<file path="config.mk">
export PLATFORM = sky130hd
export DESIGN_NAME = bulk_ep_rsp
export DESIGN_NICKNAME = d
export VERILOG_FILES = /design/src/rtl/bulk_ep_rsp_pkg.sv /design/src/rtl/epr_class.sv /design/src/rtl/epr_table.sv /design/src/rtl/bulk_ep_rsp.sv
export SDC_FILE = /design/constraint.sdc
export NUM_CORES = 1
export LEC_CHECK = 0
export BUFFER_PORTS_ARGS = -buffer_cell sky130_fd_sc_hd__buf_2
export CAP_MARGIN = 0
export CORE_AREA = 2 2 39 41
export DETAILED_ROUTE_END_ITERATION = 12
export DIE_AREA = 0 0 41 43
export GPL_TIMING_DRIVEN = 0
export SYNTH_ARGS = -nofsm -noshare
export SYNTH_HDL_FRONTEND = slang
export SYNTH_HIERARCHICAL = 1
export SYNTH_SLANG_ARGS = --single-unit
</file>
<file path="constraint.sdc">
create_clock -name clk -period 0.8 [get_ports clk]
set_input_delay 0.08 -clock clk [delete_from_list [all_inputs] [get_ports clk]]
set_output_delay 0.08 -clock clk [all_outputs]
set_load 0.02 [all_outputs]
</file>
<file path="src/rtl/bulk_ep_rsp_pkg.sv">
package bulk_ep_rsp_pkg;

    localparam int TOK_W = 3;
    localparam int ACT_W = 3;

    localparam logic [TOK_W-1:0] TOK_SETUP = 3'd0;
    localparam logic [TOK_W-1:0] TOK_IN    = 3'd1;
    localparam logic [TOK_W-1:0] TOK_OUT   = 3'd2;
    localparam logic [TOK_W-1:0] TOK_PING  = 3'd3;

    typedef enum logic [ACT_W-1:0] {
        ACT_IGNORE   = 3'd0,
        ACT_STALL    = 3'd1,
        ACT_NAK      = 3'd2,
        ACT_ACK      = 3'd3,
        ACT_TRANSMIT = 3'd4,
        ACT_RX_NYET  = 3'd5,
        ACT_RX_ACK   = 3'd6,
        ACT_BS_ERR   = 3'd7
    } rsp_act_e;

    typedef enum logic [1:0] {
        CL_HALT  = 2'd0,
        CL_IDLE  = 2'd1,
        CL_READY = 2'd2
    } ep_class_e;

    typedef struct packed {
        logic     valid;
        rsp_act_e act;
    } rsp_s;

endpackage

</file>
<file path="src/rtl/epr_class.sv">
module epr_class
    import bulk_ep_rsp_pkg::*;
(
    input  logic [TOK_W-1:0] tok_type,
    input  logic             ep_stall,
    input  logic             ep_primed,
    input  logic             tx_underrun,
    input  logic             rx_overrun,
    output ep_class_e        cls,
    output logic             fault
);

    always_comb begin
        if (ep_stall) begin
            cls = CL_HALT;
        end else if (!ep_primed) begin
            cls = CL_IDLE;
        end else begin
            cls = CL_READY;
        end
    end

    // a FIFO fault only counts for the direction the token moves data
    always_comb begin
        unique case (tok_type)
            TOK_IN:  fault = tx_underrun;
            TOK_OUT: fault = rx_overrun;
            default: fault = 1'b0;
        endcase
    end

endmodule

</file>
<file path="src/rtl/epr_table.sv">
module epr_table
    import bulk_ep_rsp_pkg::*;
(
    input  logic [TOK_W-1:0] tok_type,
    input  ep_class_e        cls,
    input  logic             fault,
    input  logic             pkts_left,
    output rsp_act_e         act
);

    logic data_tok;

    always_comb begin
        data_tok = (tok_type == TOK_IN) || (tok_type == TOK_OUT) || (tok_type == TOK_PING);
        act      = ACT_IGNORE;
        if (data_tok) begin
            unique case (cls)
                CL_HALT: act = ACT_STALL;
                CL_IDLE: act = ACT_NAK;
                default: begin
                    unique case (tok_type)
                        TOK_IN:  act = fault ? ACT_BS_ERR : ACT_TRANSMIT;
                        TOK_OUT: act = fault ? ACT_NAK
                                             : (pkts_left ? ACT_RX_ACK : ACT_RX_NYET);
                        default: act = ACT_ACK;
                    endcase
                end
            endcase
        end
    end

endmodule

</file>
<file path="src/rtl/bulk_ep_rsp.sv">
module bulk_ep_rsp
    import bulk_ep_rsp_pkg::*;
(
    input  logic             clk,
    input  logic             rst_n,
    input  logic             tok_valid,
    input  logic [TOK_W-1:0] tok_type,
    input  logic             ep_stall,
    input  logic             ep_primed,
    input  logic             tx_underrun,
    input  logic             rx_overrun,
    input  logic             pkts_left,
    output logic             rsp_valid,
    output logic [ACT_W-1:0] rsp_action
);

    ep_class_e cls;
    logic      fault;
    rsp_act_e  tbl_act;
    rsp_s      rsp_d, rsp_q;

    epr_class u_class (
        .tok_type   (tok_type),
        .ep_stall   (ep_stall),
        .ep_primed  (ep_primed),
        .tx_underrun(tx_underrun),
        .rx_overrun (rx_overrun),
        .cls        (cls),
        .fault      (fault)
    );

    epr_table u_table (
        .tok_type (tok_type),
        .cls      (cls),
        .fault    (fault),
        .pkts_left(pkts_left),
        .act      (tbl_act)
    );

    always_comb begin
        rsp_d       = '0;
        rsp_d.valid = tok_valid;
        rsp_d.act   = tok_valid ? tbl_act : ACT_IGNORE;
    end

    always_ff @(posedge clk or negedge rst_n) begin
        if (!rst_n) begin
            rsp_q <= '0;
        end else begin
            rsp_q <= rsp_d;
        end
    end

    assign rsp_valid  = rsp_q.valid;
    assign rsp_action = rsp_q.act;

    AST_RSP_FOLLOWS_TOK: assert property (@(posedge clk) disable iff (!rst_n)
        tok_valid |=> rsp_valid);
    AST_NO_SPURIOUS_RSP: assert property (@(posedge clk) disable iff (!rst_n)
        !tok_valid |=> !rsp_valid);
    AST_IDLE_ACTION_ZERO: assert property (@(posedge clk) disable iff (!rst_n)
        !rsp_valid |-> rsp_action == ACT_IGNORE);
    AST_HALT_STALLS: assert property (@(posedge clk) disable iff (!rst_n)
        (tok_valid && ep_stall && (tok_type == TOK_IN || tok_type == TOK_OUT || tok_type == TOK_PING))
        |=> rsp_action == ACT_STALL);
    AST_SETUP_SILENT: assert property (@(posedge clk) disable iff (!rst_n)
        (tok_valid && tok_type == TOK_SETUP) |=> rsp_action == ACT_IGNORE);
    AST_UNDERRUN_BS: assert property (@(posedge clk) disable iff (!rst_n)
        (tok_valid && !ep_stall && ep_primed && tx_underrun && tok_type == TOK_IN)
        |=> rsp_action == ACT_BS_ERR);

endmodule

</file>
==> flow_summary.toml <==
[floorplanning]
pin_count = 15
row_count = 14
die_area_mm2 = 0.001763
core-area_mm2 = 0.001384
die_h_um = 43
initial_utilization_pct = 17.27
chipWidth_um = 41

[route]
routedWlPerCell_um = 9.281
firstDrtPassIters = 2
ant_nets = 0
vias = 265
via_per_inst = 4.141
drc = 0
routed_wl_um = 594
drt_iter0_drc = 2

[clock_tree]
numCtsBuffers = 3
ctsRootBufferMaster = "clkbuf_4"
clock_sinks = 4
cts_tree = "done"
clkSlewWorstSetupHoldPaths_ps = 40
cts.path.max_buffers = 2
ctsHtreeMaxLevel = 1

[synthesis]
ys_ff_latch = 4
yosysTopAreaCell = "dfrtp_1"
synth_edf_count = 0
synthArstFlopShare_pct = 100.0
synth_area_um2 = 239.0
synth_most_common_cell = "dfrtp_1"
avgSynthCellArea_um2 = 9.559
synthCells = 25
yosysWarnings = 6
yosys.area.top_type_share_pct = 41.88
synth.cells.most_frequent = "dfrtp_1 (4), and2_1 (3), nor2_1 (3)"
ys.flop_type = "dfrtp_1"
yosysSeqAreaShare_pct = 41.88
synth_fp_nets = 36
synth.area.top_cells = "dfrtp_1 (42%), and2_1 (7.9%), nand3b_1 (6.3%)"
yosysUniqueCellTypes = 14

[grt]
grt_max_degree = 6
grt_pass1_vias = 273
grt_pass1_wl_mm = 1.069
grt_use_total_pct = 8.800
antenna_found_initial = 0
overflow = 0

[power_and_ir_drop]
sw_frac_of_total_pct = 22.98
power_frac_clock_pct = 39.4
ir_worst_vdd_mv = 0.2479
p_int_uw = 469.3
leakagePower_nw = 0.2110
p_switching_uw = 140.0
power.density_mw_per_mm2 = 1292
p_seq_share_pct = 35.2
p_comb_share_pct = 25.4
total_power_uw = 609.3

[cells_and_area]
layoutNonFillerInstCount = 64
nets = 61
drive_gt1_share_pct = 56.25
fillers = 160
fin_util_pct = 34.09
fin_area_um2 = 471.7
seqCellArea_um2 = 100.1
num_antenna_cells = 0
syn_to_final_growth_pct = 97.38
multi_input_area_um2 = 157.7

[timing]
worst_slack_ps = -38.06
hold_violations = 0
rsz0062_at_grt = "yes"
drv_slew = 0
worstMarginPinSlew_ps = 199.8
fin_crit_ps = 838.1
setup_viol = 3
relSlewSlack_pct = 86.65
max_freq_ghz = 1.193
period_share_pct = 104.8

[worst_hold_path]
hold_class = "in -> reg"
min_delay_path_depth = 2

[status]
run_status = "finished with violations"
violations = "negative setup slack"

[placed_design]
place_area_um2 = 335.3
dpl.hpwl_um = 411.2
place_congestion = 0.6716
placed_cells_incl_taps = 55
io_buffers = 14

[setup_path]
crit_type = "in -> reg"
crit_path_end_kind = "register"
cp.required_ps = 910
cp_max_fo = 5
critPathArrivalTime_ps = 950
crit_path_start_kind = "primary input"

[flow_run]
cap_violations = 0
## registers in the layout, indices dropped and copies added (netlist names)
register and cells:
rsp_valid 1, rsp_action 3
## layer usage
metal,wire (µm),track usage [%],up-vias
met5,0,0,-
met4,0,6.000,0
met3,41,1.571,0
met2,342,14.06,12
met1,210,9.841,116
li1,-,-,137
## worst max-delay path, stage by stage
cell and delay [ps]:
buf_8 100, nand3b_1 160, a21oi_2 190, nor2_1 80, o221ai_2 120, o31ai_1 80, and2_1 130
## logic make-up after synthesis
| logic type | synth area share [%] |
|---|---|
| AND/OR/NAND/NOR | 38.74 |
| AO/OA/AOI/OAI | 19.37 |
| flip-flops | 41.89 |
## worst paths after layout
path | from | end | slack, ps
worst max-delay path | tok_type[1] | rsp_action[0]$_DFF_PN0_ | -40
worst min-delay path | tok_valid | rsp_action[2]$_DFF_PN0_ | 90
max in group asynchronous | rst_n | rsp_action[0]$_DFF_PN0_ | 500
min in group asynchronous | rst_n | rsp_action[2]$_DFF_PN0_ | 190
## metrics by stage
step	hold slack [ps]	worst slack [ps]	setup TNS [ps]
CTS	94.68	-66.57	-122.1
floorplan	-215.6	-149.9	-378.1
global route	103.7	-116.5	-384.0
detailed placement	-110.8	-422.0	-1044
finish	92.24	-38.06	-76.53
global placement	-113.9	-385.4	-978.3
## power groups by stage
stage	clock (mW)	sequential (mW)	combinational (mW)
floorplan	0	0.227	0.0418
global placement	0	0.215	0.102
detailed placement	0	0.215	0.104
CTS	0.259	0.215	0.150
global route	0.276	0.215	0.172
finish	0.240	0.215	0.155
## what timing repair did
| item | in CTS | in global routing |
|---|---|---|
| hold buffers | 2 | 0 |
| pin swaps | 5 | 3 |
| endpoints found under the hold margin | 5 | 0 |
| buffers inserted | 4 | 0 |
| resized for setup | 17 | 1 |
| setup endpoints to repair | 7 | 7 |
## placed cells by master, fill, tap and decap left out, drive strengths merged, types with 3 or more instances in the layout
master	count
and2	3
buf	18
clkbuf	3
dfrtp	4
nor2	3
## layout make-up
type                            instances  area share (%)
Timing Repair Buffer                   20           36.34
Multi-Input combinational cell         21           33.42
Sequential cell                         4           21.22
Clock buffer                            3           4.775
Tap cell                               16           4.244
Power figures use the tool's default switching activity.
